### src/rtl/pard_pkg.sv
package pard_pkg;

  localparam int ADDR_W = 32;
  localparam int IDX_W  = 17;

  typedef enum logic [1:0] {
    SZ_BYTE = 2'd0,
    SZ_WORD = 2'd1,
    SZ_LONG = 2'd2,
    SZ_QUAD = 2'd3
  } size_e;

  typedef enum logic [3:0] {
    T_NONE = 4'd0,
    T_SQ   = 4'd1,
    T_ICA  = 4'd2,
    T_ICD  = 4'd3,
    T_ITA  = 4'd4,
    T_ITD  = 4'd5,
    T_OCA  = 4'd6,
    T_OCD  = 4'd7,
    T_UTA  = 4'd8,
    T_UTD  = 4'd9,
    T_CREG = 4'd10,
    T_RAM  = 4'd11,
    T_PAGE = 4'd12
  } tgt_e;

  // bank-interleaved video window to linear window
  function automatic logic [ADDR_W-1:0] vid_interleave(input logic [ADDR_W-1:0] a);
    vid_interleave = ((a & 32'h00FF_FFF8) >> 1) | ((a & 32'h0000_0004) << 20)
                   | (a & 32'h0000_0003) | 32'h0500_0000;
  endfunction

endpackage

### src/rtl/pard_decode.sv
module pard_decode
  import pard_pkg::*;
#(
  parameter logic [31:0] CTRL_BASE = 32'hE000_0000,
  parameter logic [31:0] RAM_MASK  = 32'h1C00_0000,
  parameter logic [31:0] RAM_MATCH = 32'h0C00_0000,
  parameter int          RAM_OFS_W = 24,
  parameter int          REG_OFS_W = 12,
  parameter logic [31:0] RO_LIMIT  = 32'h0020_0000,
  parameter logic [31:0] WIN_MASK  = 32'h1F80_0000,
  parameter logic [31:0] VID_IL    = 32'h0400_0000,
  parameter logic [31:0] VID_LIN   = 32'h0500_0000,
  parameter logic [31:0] VID_ALT   = 32'h1100_0000
) (
  input  logic [31:0]      addr,
  input  logic             write,
  output tgt_e             sel,
  output logic [IDX_W-1:0] index,
  output logic [31:0]      offset,
  output logic             ro_drop,
  output logic             map_chk,
  output logic             tex_hit,
  output logic [22:0]      tex_addr,
  output logic             rb_hit,
  output logic [31:0]      rb_addr
);

  localparam int          PHYS_TOP  = 28;
  localparam int          BLK_LO    = 19;
  localparam logic [31:0] PHYS_MASK = 32'h1FFF_FFFF;

  logic        ctrl, ram_hit, vid_il, vid_lin, vid_alt, rewrite, ro_hit;
  logic [4:0]  sub;
  logic [31:0] eff;

  always_comb begin
    ctrl    = (addr >= CTRL_BASE);
    sub     = addr[PHYS_TOP:24];
    ram_hit = ((addr & RAM_MASK) == RAM_MATCH);
    vid_il  = ((addr & WIN_MASK) == VID_IL);
    vid_lin = ((addr & WIN_MASK) == VID_LIN);
    vid_alt = ((addr & WIN_MASK) == VID_ALT);
    rewrite = !ctrl && (vid_il || (write && vid_alt));
    eff     = rewrite ? vid_interleave(addr) : addr;
    ro_hit  = write && ((eff & PHYS_MASK) < RO_LIMIT);
  end

  always_comb begin
    sel     = T_NONE;
    index   = '0;
    offset  = '0;
    ro_drop = 1'b0;
    map_chk = 1'b0;
    if (ctrl) begin
      offset = addr;
      if (sub < 5'd4) begin
        sel = T_SQ;
      end else if (sub[4:3] == 2'b10) begin
        sel = tgt_e'(4'd2 + {1'b0, sub[2:0]});
      end else begin
        sel     = T_CREG;
        index   = IDX_W'(addr[PHYS_TOP:BLK_LO]);
        offset  = 32'(addr[REG_OFS_W-1:0]);
        map_chk = 1'b1;
      end
    end else if (ram_hit) begin
      sel    = T_RAM;
      offset = 32'(addr[RAM_OFS_W-1:0]);
    end else if (ro_hit) begin
      ro_drop = 1'b1;
    end else begin
      sel     = T_PAGE;
      index   = IDX_W'(eff[PHYS_TOP:REG_OFS_W]);
      offset  = 32'(eff[REG_OFS_W-1:0]);
      map_chk = 1'b1;
    end
  end

  assign tex_hit  = !ctrl && write && (vid_il || vid_alt);
  assign tex_addr = addr[22:0];
  assign rb_hit   = !ctrl && (vid_il || vid_lin || (write && vid_alt));
  assign rb_addr  = eff;

endmodule

### src/rtl/pard_extend.sv
module pard_extend
  import pard_pkg::*;
(
  input  logic [31:0] raw,
  input  size_e       size,
  output logic [63:0] ext
);

  logic [31:0] ext32;

  always_comb begin
    case (size)
      SZ_BYTE: ext32 = {{24{raw[7]}}, raw[7:0]};
      SZ_WORD: ext32 = {{16{raw[15]}}, raw[15:0]};
      default: ext32 = raw;
    endcase
    ext = {32'h0, ext32};
  end

endmodule

### src/rtl/pard_seq.sv
module pard_seq
  import pard_pkg::*;
(
  input  logic        clk,
  input  logic        rst_n,
  input  logic        req_valid,
  output logic        req_ready,
  input  logic [31:0] req_addr,
  input  size_e       req_size,
  input  logic        req_write,
  input  logic [63:0] req_wdata,
  input  logic [31:0] raw_data,
  input  logic [63:0] ext_data,
  input  logic        acc_err,
  output logic        cur_issue,
  output logic [31:0] cur_addr,
  output size_e       cur_size,
  output logic        cur_write,
  output logic [31:0] cur_wdata,
  output logic        rsp_valid,
  output logic [63:0] rsp_rdata,
  output logic        rsp_err
);

  typedef enum logic {S_IDLE = 1'b0, S_HI = 1'b1} st_e;

  st_e         state_q, state_d;
  logic [31:0] hi_addr_q, hi_wdata_q, lo_data_q;
  logic        hi_write_q, lo_err_q;
  logic        rsp_valid_q, rsp_valid_d, rsp_err_q, rsp_err_d;
  logic [63:0] rsp_rdata_q, rsp_rdata_d;
  logic        accept, is_quad, split_en, in_hi;

  always_comb begin
    in_hi     = (state_q == S_HI);
    req_ready = !in_hi;
    accept    = req_valid && req_ready;
    is_quad   = (req_size == SZ_QUAD);
    split_en  = accept && is_quad;
    cur_issue = accept || in_hi;
    cur_addr  = in_hi ? hi_addr_q : req_addr;
    cur_write = in_hi ? hi_write_q : req_write;
    cur_wdata = in_hi ? hi_wdata_q : req_wdata[31:0];
    cur_size  = (in_hi || is_quad) ? SZ_LONG : req_size;
  end

  always_comb begin
    state_d     = state_q;
    rsp_valid_d = 1'b0;
    rsp_err_d   = rsp_err_q;
    rsp_rdata_d = rsp_rdata_q;
    if (in_hi) begin
      state_d     = S_IDLE;
      rsp_valid_d = 1'b1;
      rsp_err_d   = lo_err_q || acc_err;
      rsp_rdata_d = (lo_err_q || acc_err || hi_write_q) ? 64'h0 : {raw_data, lo_data_q};
    end else if (split_en) begin
      state_d = S_HI;
    end else if (accept) begin
      rsp_valid_d = 1'b1;
      rsp_err_d   = acc_err;
      rsp_rdata_d = (acc_err || req_write) ? 64'h0 : ext_data;
    end
  end

  always_ff @(posedge clk or negedge rst_n) begin
    if (!rst_n) begin
      state_q     <= S_IDLE;
      rsp_valid_q <= 1'b0;
      rsp_err_q   <= 1'b0;
      rsp_rdata_q <= '0;
    end else begin
      state_q     <= state_d;
      rsp_valid_q <= rsp_valid_d;
      if (rsp_valid_d) begin
        rsp_err_q   <= rsp_err_d;
        rsp_rdata_q <= rsp_rdata_d;
      end
    end
  end

  always_ff @(posedge clk or negedge rst_n) begin
    if (!rst_n) begin
      hi_addr_q  <= '0;
      hi_wdata_q <= '0;
      hi_write_q <= 1'b0;
      lo_data_q  <= '0;
      lo_err_q   <= 1'b0;
    end else if (split_en) begin
      hi_addr_q  <= req_addr + 32'd4;
      hi_wdata_q <= req_wdata[63:32];
      hi_write_q <= req_write;
      lo_data_q  <= raw_data;
      lo_err_q   <= acc_err;
    end
  end

  assign rsp_valid = rsp_valid_q;
  assign rsp_err   = rsp_err_q;
  assign rsp_rdata = rsp_rdata_q;

  // single access answered on the next cycle
  a_r11_single_resp: assert property (@(posedge clk) disable iff (!rst_n)
    (req_valid && req_ready && req_size != SZ_QUAD) |=> rsp_valid);

  // nothing taken and nothing answered between quad halves
  a_r11_quad_hold: assert property (@(posedge clk) disable iff (!rst_n)
    (req_valid && req_ready && req_size == SZ_QUAD) |=> (!req_ready && !rsp_valid));

  // quad answered two cycles after acceptance
  a_r10_quad_resp: assert property (@(posedge clk) disable iff (!rst_n)
    (req_valid && req_ready && req_size == SZ_QUAD) |=> ##1 rsp_valid);

  // non-quad results have a zero upper half
  a_r6_upper_zero: assert property (@(posedge clk) disable iff (!rst_n)
    (req_valid && req_ready && req_size != SZ_QUAD) |=> (rsp_rdata[63:32] == 32'h0));

endmodule

### src/rtl/phys_region_router.sv
module phys_region_router
  import pard_pkg::*;
#(
  parameter int RAM_OFS_W = 24,
  parameter int REG_OFS_W = 12
) (
  input  logic        clk,
  input  logic        rst_n,
  input  logic        req_valid,
  output logic        req_ready,
  input  logic [31:0] req_addr,
  input  logic [1:0]  req_size,
  input  logic        req_write,
  input  logic [63:0] req_wdata,
  output logic        rsp_valid,
  output logic [63:0] rsp_rdata,
  output logic        rsp_err,
  output logic        tgt_valid,
  output logic [3:0]  tgt_sel,
  output logic [16:0] tgt_index,
  output logic [31:0] tgt_offset,
  output logic        tgt_write,
  output logic [1:0]  tgt_size,
  output logic [31:0] tgt_wdata,
  input  logic [31:0] tgt_rdata,
  input  logic        tgt_unmapped,
  output logic        tex_inv_valid,
  output logic [22:0] tex_inv_addr,
  output logic        rb_inv_valid,
  output logic        rb_inv_write,
  output logic [31:0] rb_inv_addr
);

  logic [1:0] rst_sync_q;
  logic       rst_int_n;

  always_ff @(posedge clk or negedge rst_n) begin
    if (!rst_n) rst_sync_q <= 2'b00;
    else        rst_sync_q <= {rst_sync_q[0], 1'b1};
  end
  assign rst_int_n = rst_sync_q[1];

  logic             cur_issue, cur_write, ro_drop, map_chk, tex_hit, rb_hit, acc_err;
  logic [31:0]      cur_addr, cur_wdata, offset, rb_addr;
  size_e            cur_size;
  tgt_e             sel;
  logic [IDX_W-1:0] index;
  logic [22:0]      tex_addr;
  logic [63:0]      ext_data;

  pard_seq u_seq (
    .clk       (clk),
    .rst_n     (rst_int_n),
    .req_valid (req_valid),
    .req_ready (req_ready),
    .req_addr  (req_addr),
    .req_size  (size_e'(req_size)),
    .req_write (req_write),
    .req_wdata (req_wdata),
    .raw_data  (tgt_rdata),
    .ext_data  (ext_data),
    .acc_err   (acc_err),
    .cur_issue (cur_issue),
    .cur_addr  (cur_addr),
    .cur_size  (cur_size),
    .cur_write (cur_write),
    .cur_wdata (cur_wdata),
    .rsp_valid (rsp_valid),
    .rsp_rdata (rsp_rdata),
    .rsp_err   (rsp_err)
  );

  pard_decode #(
    .RAM_OFS_W (RAM_OFS_W),
    .REG_OFS_W (REG_OFS_W)
  ) u_decode (
    .addr     (cur_addr),
    .write    (cur_write),
    .sel      (sel),
    .index    (index),
    .offset   (offset),
    .ro_drop  (ro_drop),
    .map_chk  (map_chk),
    .tex_hit  (tex_hit),
    .tex_addr (tex_addr),
    .rb_hit   (rb_hit),
    .rb_addr  (rb_addr)
  );

  pard_extend u_extend (
    .raw  (tgt_rdata),
    .size (cur_size),
    .ext  (ext_data)
  );

  always_comb begin
    acc_err       = ro_drop || (map_chk && tgt_unmapped);
    tgt_valid     = cur_issue && (sel != T_NONE);
    tgt_sel       = sel;
    tgt_index     = index;
    tgt_offset    = offset;
    tgt_write     = cur_write;
    tgt_size      = cur_size;
    tgt_wdata     = cur_wdata;
    tex_inv_valid = cur_issue && tex_hit;
    tex_inv_addr  = tex_addr;
    rb_inv_valid  = cur_issue && rb_hit;
    rb_inv_write  = cur_write;
    rb_inv_addr   = rb_addr;
  end

  // an accepted single write that reaches no target is answered with an error
  a_r5_drop_err: assert property (@(posedge clk) disable iff (!rst_int_n)
    (req_valid && req_ready && req_size != 2'd3 && req_write && !tgt_valid) |=> rsp_err);

  // texture invalidates accompany write accesses only
  a_r7_tex_on_write: assert property (@(posedge clk) disable iff (!rst_int_n)
    tex_inv_valid |-> (tgt_valid && tgt_write));

  // render-buffer invalidates accompany a real target access
  a_r8_rb_with_access: assert property (@(posedge clk) disable iff (!rst_int_n)
    rb_inv_valid |-> tgt_valid);

endmodule

### config.mk
export PLATFORM = sky130hd
export DESIGN_NAME = phys_region_router
export DESIGN_NICKNAME = d
export VERILOG_FILES = /design/src/rtl/pard_pkg.sv /design/src/rtl/pard_decode.sv /design/src/rtl/pard_extend.sv /design/src/rtl/pard_seq.sv /design/src/rtl/phys_region_router.sv
export SDC_FILE = /design/constraint.sdc
export NUM_CORES = 1
export LEC_CHECK = 0
export ABC_AREA = 1
export BUFFER_PORTS_ARGS = -buffer_cell sky130_fd_sc_hd__buf_2
export CELL_PAD_IN_SITES_DETAIL_PLACEMENT = 0
export CELL_PAD_IN_SITES_GLOBAL_PLACEMENT = 2
export CORE_ASPECT_RATIO = 0.9
export CORE_MARGIN = 3
export CORE_UTILIZATION = 27
export DETAILED_ROUTE_END_ITERATION = 10
export GPL_TIMING_DRIVEN = 0
export HOLD_SLACK_MARGIN = 0.12
export PLACE_DENSITY_LB_ADDON = 0.05
export SYNTH_ARGS = -nofsm -noshare
export SYNTH_HDL_FRONTEND = slang
export SYNTH_HIERARCHICAL = 1
export SYNTH_SLANG_ARGS = --single-unit
export TNS_END_PERCENT = 1
### constraint.sdc
create_clock -name clk -period 6.8 [get_ports clk]
set_clock_uncertainty 0.2 [all_clocks]
set_input_delay 1.02 -clock clk [delete_from_list [all_inputs] [get_ports clk]]
set_output_delay 1.02 -clock clk [all_outputs]
set_load 0.005 [all_outputs]
==> results.toml, run 1 <==
[die]
fp.coreArea_um2 = 38700
fp-row-count = 68
ios = 349
die_x_um = 216
dieHeight_um = 195
initial_core_util = 0.277
dieArea_um2 = 42100

[timing]
rsz0062_at_grt = "no"
final_hold_viol_count = 0
timing.slew.headroom = 0.241
setup_viol = 0
maxSlewViolCount = 0
tns_ps = 0
max_clock_freq_mhz = 182
period_minus_slack_ps = 5480
min_period_over_period = 0.806
tightest_slew_ps = 1130

[critical_path]
critPathMaxFanout = 10
crit_required_ps = 5580
crit_chain = "buf_6, clkbuf_1, o21ai_0, inv_2, nand3_2, nor2_2, nand2_2, nand2_2, nand2_4, nand2_1, nand2_2, nor2_4, nand3_1, nand2_1, inv_1, nor2_1, a21oi_1, buf_2"
end_kind = "output pin"
crit_arrival_ps = 4260
cpPeakStageDelay_ps = 580
start_kind = "register"
cp_common_cell = "nand2_2"
cpMaxStageDelayCell = "clkbuf_1"
worstSetupPathType = "reg -> out"

[routing]
drtIter0Drc = 587
num_vias = 11400
via_per_inst = 4.45
ant_nets = 0
finalWirelength_mm = 44.5
first_pass_iters = 7
post_drt_wl_per_cell_um = 17.5
drc = 0

[place]
place_area_um2 = 13300
gp_congestion = 0.822
portBuffers = 347
detailed_place_hpwl_mm = 35.1

[global_routing]
grt_max_degree = 64
grt_first_pass_wirelength_mm = 68.1
grt_overflow = 0
antenna_found_initial = 9
grtUsageTotal = 0.211
grt_pass1_vias = 11200

[clock_network]
cts_tree = "done"
path_clk_slew_ps = 80
clkLatencyLatePin_ps = 460
cts_sinks = 167
htree_levels = 4
max-clock-path-buffers = 2
cts_resized = 0
cts-root-buf = "clkbuf_16"
cts_buffers = 17
ctsHoldBuffers = 1
post_cts_buffers = 0

[logic_synthesis]
synth_ff_type = "dfrtp_1"
netlist_area_um2 = 10700
yosys.area.top_type = "dfrtp_1"
yosysSeqAreaShare = 0.390
ys_async_sr_fraction = 1.00
synth_top_cell_area_share = 0.390
synth_area_leaders = "dfrtp_1 39%, nand2_1 25%, nand3_1 6.4%, buf_4 5.7%, inv_1 4.9%"
synth_cell_type_count = 37
ys_ff_latch = 167
synth_edf_count = 0
ys_warn_count = 6
syn_avg_cell_area_um2 = 6.65
netlist_instances = 1611

[outcome]
status = "completed"

[layout]
post-route-util = 0.360
fin_area_um2 = 13900
area_growth_pct = 30.1
drive_gt1_frac = 0.270
nNetsFinal = 2150

[job]
max-cap-violations = 0

[worst_hold_path]
hp-class = "reg -> reg"

[power_and_ir_drop]
p_leak_nw = 8.05
p_per_area_nw_per_um2 = 217
peakVddDrop_mv = 0.154
[path summary, 6_finish.rpt]
check	start	slack (ps)	cells after the start	to
max reg2reg	u_seq/in_hi	1720	24	u_seq/rsp_rdata[5]
min in group asynchronous	rst_sync_q[1]	240	0	u_seq/hi_wdata_q[5]
min reg2reg	rst_sync_q[0]	160	0	rst_sync_q[1]
max	u_seq/in_hi	1320	18	tgt_valid
max in group asynchronous	rst_sync_q[1]	5350	1	u_seq/rsp_rdata[3]
min	rst_sync_q[0]	160	0	rst_sync_q[1]
[synthesized netlist by cell type, types with 2 or more instances]
cell      instances
clkbuf_1         30
o21ai_1          69
nor2_1           69
nand4_1           3
and2_1            2
nor2_2            7
nand2_2          11
inv_1           139
dfrtp_1         167
nor2_4            6
inv_2             7
nand2_4           3
conb_1            3
buf_4            81
xor2_1            6
nand3_1         137
buf_6            15
a21oi_1           4
a31oi_1           3
buf_2            27
nand3_2           2
nand2_1         704
or2_2             2
nor3_1            4
ha_1              4
buf_1             3
o21ai_0          93
[critical path: cells and delay by family (launching register included)]
kind | cells | cell delay (ps)
compound gates | 2 | 570
buf+inv | 5 | 1220
flops | 1 | 490
simple gates | 11 | 1480
[cell families after synthesis]
kind of cell / share of synthesized area
and+or+nand+nor: 0.368
buffers and inverters: 0.148
AOI/OAI and AO/OA: 0.0824
DFF: 0.390
xor gates and xnor gates: 0.00573
adders and majority gates: 0.00467
other: 0.00105
[sequential cells by signal, summed over array words and instances, names as in the netlist]
| signal | flops |
|---|---|
| u_seq/lo_err_q | 1 |
| u_seq/rsp_rdata | 64 |
| u_seq/rsp_err | 1 |
| u_seq/rsp_valid | 1 |
| u_seq/lo_data_q | 32 |
| u_seq/hi_write_q | 1 |
| rst_sync_q | 2 |
| u_seq/hi_addr_q | 32 |
| u_seq/hi_wdata_q | 32 |
| u_seq/in_hi | 1 |
[cell type report]
type                            instances  area (um^2)
Inverter                              147          552
Tap cell                              525          657
Multi-Input combinational cell       1172         5060
Fill cell                            4411        24800
Timing Repair Buffer                  350         1800
Clock inverter                         15          215
Buffer                                156         1040
Sequential cell                       167         4180
Antenna cell                            1         2.50
Clock buffer                           17          425
[routing by layer]
layer,up-vias,routed length [um],GRT usage
met1,5309,21100,0.290
met3,30,3140,0.0610
met5,-,77,0
li1,5687,-,-
met4,14,341,0.0328
met2,317,19900,0.336
[metrics by stage]
stage          setup slack (ps)  hold slack [ps]  std cells  power [W]
5_1_grt                     978              164       2550    0.00321
3_3_place_gp              -1170              137       2514    0.00194
4_1_cts                    1200              162       2549    0.00307
3_5_place_dp               1520              139       2516    0.00195
2_1_floorplan              1600              131       1642    0.00162
6_report                   1320              160       2550    0.00302
[power by group]
part	switching, W	internal, W	total, W
clock network	0.000469	0.000624	0.00109
logic	0.000425	0.000284	0.000709
registers	0.0000823	0.00113	0.00122
[cell usage in the layout (no fill, tap or decap), types with 3 or more instances in the layout]
cell type	n
nand2_1	704
buf_2	374
nor3_1	4
xor2_1	6
bufinv_16	4
clkbuf_16	17
o21ai_1	69
buf_6	15
inv_2	7
inv_6	5
o21ai_0	93
nand4_1	3
buf_1	3
nor2_2	7
conb_1	34
buf_4	81
ha_1	4
nor2_4	6
a31oi_1	3
nand2_2	11
inv_1	139
dfrtp_1	166
nor2_1	69
nand2_4	3
clkbuf_1	30
nand3_1	137
a21oi_1	4
No activity file was read; power rests on OpenSTA's default activity.
==> inputs of run 2 (changes only) <==
==> constraint.sdc (replaced) <==
create_clock -name clk -period 5.05 [get_ports clk]
set_clock_uncertainty 0.2 [all_clocks]
set_input_delay 0.7575 -clock clk [delete_from_list [all_inputs] [get_ports clk]]
set_output_delay 0.7575 -clock clk [all_outputs]
set_load 0.005 [all_outputs]
==> results.toml, run 2 (synthesis results as in run 1) <==
[worst_hold_path]
hp-class = "reg -> async"

[place]
detailed_place_hpwl_mm = 35.2
dp_cells = 2517
portBuffers = 347
gp_congestion = 0.852

[critical_path]
r2r_slack_ps = 340
worstSetupPathType = "reg -> out"
crit_end = "tgt_index[0]"
critical_path.startpoint = "u_seq/in_hi"
crit_required_ps = 4090
crit_arrival_ps = 3830
start_kind = "register"
worst-r2r-cell-count = 22
reg2reg_from = "u_seq/in_hi"
r2r_end = "u_seq/rsp_rdata[27]"
critPathMaxFanout = 10
end_kind = "output pin"

[layout]
final_cell_mix = "704 x nand2_1, 375 x buf_2, 166 x dfrtp_1, 138 x inv_1, 136 x nand3_1"
drive_gt1_frac = 0.274
area_growth_pct = 30.0
nNetsFinal = 2152
final_common_cell = "nand2_1"
final_cells = 2554
fill_cells = 4374
largest_reg_flops = 64
post-route-util = 0.360

[global_routing]
grt_overflow = 0
grt_max_degree = 55
antenna_found_initial = 6
grt_pass1_vias = 11400
grtUsageTotal = 0.213
grt_first_pass_wirelength_mm = 69.0

[die]
dieHeight_um = 195
dieArea_um2 = 42100
initial_core_util = 0.277
die_x_um = 216
fp-row-count = 68
fp.coreArea_um2 = 38700
ios = 349

[outcome]
status = "completed"

[routing]
first_pass_iters = 7
via_per_inst = 4.44
post_drt_wl_per_cell_um = 17.5
finalWirelength_mm = 44.7
drc = 0
ant_nets = 0
num_vias = 11300
drtIter0Drc = 637

[clock_network]
cts_tree = "done"
cts-root-buf = "clkbuf_16"
post_cts_buffers = 0
clkLatencyLatePin_ps = 450
htree_levels = 4
max-clock-path-buffers = 2
cts_sinks = 167
path_clk_slew_ps = 70
cts_buffers = 17

[power_and_ir_drop]
p_per_area_nw_per_um2 = 280
power_w = 0.00390
peakVddDrop_mv = 0.207
p_leak_nw = 8.05

[timing]
tightest_slew_ps = 1150
max_clock_freq_mhz = 209
tns_ps = 0
timing.slew.headroom = 0.228
final_hold_viol_count = 0
setup_viol = 0
min_period_over_period = 0.948
period_minus_slack_ps = 4790
maxSlewViolCount = 0
rsz0062_at_grt = "yes"

[job]
max-cap-violations = 0
run 2: cell types whose count changed in the layout (fill, tap and decap cells not counted), sizes merged:
cell	delta
buf	+4
bufinv	-3
clkbuf	-1
clkinv	+5
diode	+2
inv	-3
run 2: worst min path at each step:
stage / startpoint / endpoint / slack [ps] / cells after the start
2_1_floorplan: rst_sync_q[0] / rst_sync_q[1] / 130 / 0
3_3_place_gp: rst_sync_q[0] / rst_sync_q[1] / 130 / 0
3_5_place_dp: rst_sync_q[1] / u_seq/hi_wdata_q[4] / 70 / 0
4_1_cts: rst_sync_q[1] / u_seq/hi_addr_q[1] / 160 / 1
5_1_grt: rst_sync_q[1] / u_seq/hi_wdata_q[7] / 170 / 1
6_report: rst_sync_q[1] / u_seq/rsp_rdata[58] / 140 / 1
run 2: area by class of cell:
cell class	count	area, um^2	share of cell area
antenna	3	7.51	0.000539
buffer	156	1040	0.0748
clock buffer	18	439	0.0315
clock inverter	14	126	0.00908
inverter	147	552	0.0396
multi-input combinational	1172	5070	0.364
sequential	167	4180	0.300
tap	525	657	0.0472
timing repair buffer	352	1850	0.133
run 2: through the flow:
stage          hold slack (ps)  cell area, um^2  setup WS (ps)
6_report                   143            13900            262
5_1_grt                    171            13900          -53.9
4_1_cts                    155            13900           13.1
3_5_place_dp              68.8            13300          -82.4
3_3_place_gp               134            13200          -69.0
2_1_floorplan              131            10800           1470
run 2: layer usage:
metal,wire (um),track usage,share of wire
met1,21400,0.299,0.48
met2,19700,0.331,0.44
met3,2890,0.0542,0.065
met4,636,0.0445,0.014
met5,53,0,0.0012
run 2: what timing repair did:
item	in CTS	in global routing
hold endpoints to repair	22	0
setup endpoints to repair	53	59
hold buffers	2	0
cloned	0	0
pin swaps	0	0
gates resized for setup	2	12
run 2: where the power goes:
group / switching, W / leakage, nW / internal, W
Clock: 0.000600 / 0.282 / 0.000695
Combinational: 0.000583 / 5.63 / 0.000388
Sequential: 0.000102 / 2.14 / 0.00153
run 2: critical path: stages (launching register included):
cell and delay, ps:
dfrtp_1 500, buf_6 220, buf_2 310, nand2_1 80, o21ai_0 250, inv_2 180
ha_1 240, nand2_1 80, nor2_2 50, nand2_2 70, nand2_2 100, nand2_4 130
clkbuf_1 550, o21ai_1 280, nand3_1 150, nand2_1 50, buf_2 120
==> inputs of run 3 (changes only) <==
--- a/config.mk
+++ b/config.mk
@@ -6,12 +6,13 @@
 export NUM_CORES = 1
 export LEC_CHECK = 0
 export ABC_AREA = 1
-export BUFFER_PORTS_ARGS = -buffer_cell sky130_fd_sc_hd__buf_2
+export BUFFER_PORTS_ARGS = -buffer_cell sky130_fd_sc_hd__clkbuf_2
 export CELL_PAD_IN_SITES_DETAIL_PLACEMENT = 0
 export CELL_PAD_IN_SITES_GLOBAL_PLACEMENT = 2
 export CORE_ASPECT_RATIO = 0.9
 export CORE_MARGIN = 3
 export CORE_UTILIZATION = 27
+export CTS_CLUSTER_SIZE = 24
 export DETAILED_ROUTE_END_ITERATION = 10
 export GPL_TIMING_DRIVEN = 0
 export HOLD_SLACK_MARGIN = 0.12
==> results.toml, run 3 (synthesis results as in run 1) <==
[power_and_ir_drop]
pwr-share-seq = 0.402
intPower_w = 0.00277
p_switching_w = 0.00130
power_w = 0.00406
p_per_area_nw_per_um2 = 291
peakVddDrop_mv = 0.210
swShare = 0.319
p_leak_nw = 8.06
clkPwrFrac = 0.358
combPwrFrac = 0.240

[critical_path]
worst-r2r-cell-count = 25
crit_required_ps = 4090
end_kind = "output pin"
crit_arrival_ps = 3930
crit_buf_inv = 5
cpMaxStageDelayCell = "buf_1"
cpPeakStageDelay_ps = 560
critPathMaxFanout = 10
cp_top_family = "buffers and inverters"
worstSetupPathType = "reg -> out"
cp.depth = 16
cp_common_cell = "nand2_1"
crit_chain = "buf_6, buf_2, nand2_1, o21ai_1, inv_1, ha_1, nand2_1, nor2_2, nand2_2, nand2_2, nand2_4, buf_1, o21ai_1, nand3_1, nand2_1, clkbuf_2"
start_kind = "register"

[die]
fp.coreArea_um2 = 38700
ios = 349
dieHeight_um = 195
initial_core_util = 0.277
fp-row-count = 68
die_x_um = 216
dieArea_um2 = 42100

[place]
place_area_um2 = 13300
portBuffers = 347
dp_cells = 2517
gp_congestion = 0.852
detailed_place_hpwl_mm = 35.4

[layout]
final_cell_mix = "704 x nand2_1, 351 x clkbuf_2, 166 x dfrtp_1, 138 x inv_1, 136 x nand3_1"
fill_cells = 4362
nNetsFinal = 2152
final_cells = 2553
drive_gt1_frac = 0.273
area_growth_pct = 30.4
largest_reg_flops = 64
final_common_cell = "nand2_1"
post-route-util = 0.361
fin_area_um2 = 14000

[clock_network]
post_cts_buffers = 0
htree_levels = 4
path_clk_slew_ps = 80
cts_sinks = 167
cts_tree = "done"
max-clock-path-buffers = 2
cts_buffers = 17
clkLatencyLatePin_ps = 460
cts-root-buf = "clkbuf_16"

[outcome]
status = "completed"

[worst_hold_path]
hold_depth = 0
hp-class = "reg -> reg"

[routing]
ant_nets = 0
finalWirelength_mm = 45.0
wl_met1_mm = 21.7
drc = 0
first_pass_iters = 5
post_drt_wl_per_cell_um = 17.6
highest-signal-layer = "met4"
num_vias = 11400
via_per_inst = 4.45
wl_met2_mm = 19.9
met3_length_mm = 2.76
drtIter0Drc = 553

[timing]
final_hold_viol_count = 0
maxSlewViolCount = 0
period_minus_slack_ps = 4880
hold_ws_ps = 154
timing.slew.headroom = 0.221
setup_viol = 0
tightest_slew_ps = 1160
min_period_over_period = 0.967
max_clock_freq_mhz = 205
rsz0062_at_grt = "yes"

[global_routing]
grt_max_degree = 61
grt_pass1_vias = 11400
grtUsageTotal = 0.214
grt_first_pass_wirelength_mm = 69.3
grt_overflow = 0
antenna_found_initial = 0

[job]
max-cap-violations = 0
## run 3: cell types whose count changed in the layout (fill, tap and decap cells not counted), sizes merged
cell,delta
bufinv,+3
diode,-1
clkbuf,+350
dlygate4sd3,+1
clkinv,-4
buf,-349
clkinvlp,-1
## run 3: path summary, 6_finish.rpt
kind,start,to,slack (ps)
setup / recovery,u_seq/in_hi,tgt_index[0],170
hold / removal,rst_sync_q[0],rst_sync_q[1],150
setup reg to reg,u_seq/in_hi,u_seq/rsp_rdata[5],290
hold reg to reg,rst_sync_q[0],rst_sync_q[1],150
max in group asynchronous,rst_sync_q[1],u_seq/hi_addr_q[26],3160
min in group asynchronous,rst_sync_q[1],u_seq/hi_wdata_q[1],160
## run 3: per-layer routing
layer,track usage,up-vias
met1,0.296,5328
met5,0,-
met3,0.0547,33
met4,0.0467,0
li1,-,5701
met2,0.337,299
## run 3: area by class of cell
type                    count  area (um^2)  area share
multi-input cells        1172         5060       0.363
flip-flops and latches    167         4180       0.300
repair buffers            352         1830       0.131
plain buffers             156         1040      0.0746
well taps                 525          657      0.0470
inverters                 147          552      0.0395
clock buffers              20          457      0.0327
clock inverters            12          171      0.0123
diodes                      2         5.00    0.000358
## run 3: repair_timing
action | 4_1_cts | 5_1_grt
endpoints found under the hold margin | 20 | 0
resized for setup | 3 | 11
hold buffers | 2 | 0
endpoints found under the setup margin | 55 | 59
## run 3: worst register-to-register path: stages (launching register included)
cell      delay, ps
dfrtp_1         480
buf_6           210
buf_2           340
nand2_1          90
o21ai_1         280
inv_1           210
ha_1            250
nand2_1          80
nor2_2           50
nand2_2          70
nand2_2         100
nand2_4         130
nand3_1          90
nor2_1          200
nand2_2         110
buf_6           170
nand2_4         110
nand2_2          50
a21o_1          170
inv_1           200
buf_4           250
clkbuf_1        450
nand3_1         140
o21ai_1         120
nand2_1          90
nand2_1          60
## run 3: per-stage QoR
stage          setup WS, ps  TNS, ps
2_1_floorplan          1470        0
3_3_place_gp          -85.8     -644
3_5_place_dp          -95.7    -1200
4_1_cts                25.3        0
5_1_grt                -101    -1080
6_report                166        0
## run 3: power groups by stage
| stage | logic (W) | registers [W] | clock network, W |
|---|---|---|---|
| after floorplan | 0.000534 | 0.00165 | 0 |
| after detailed placement | 0.000978 | 0.00166 | 0 |
| after CTS | 0.000987 | 0.00163 | 0.00150 |
| after global routing | 0.00111 | 0.00166 | 0.00156 |
| final | 0.000973 | 0.00163 | 0.00146 |
| after global placement | 0.000941 | 0.00168 | 0 |
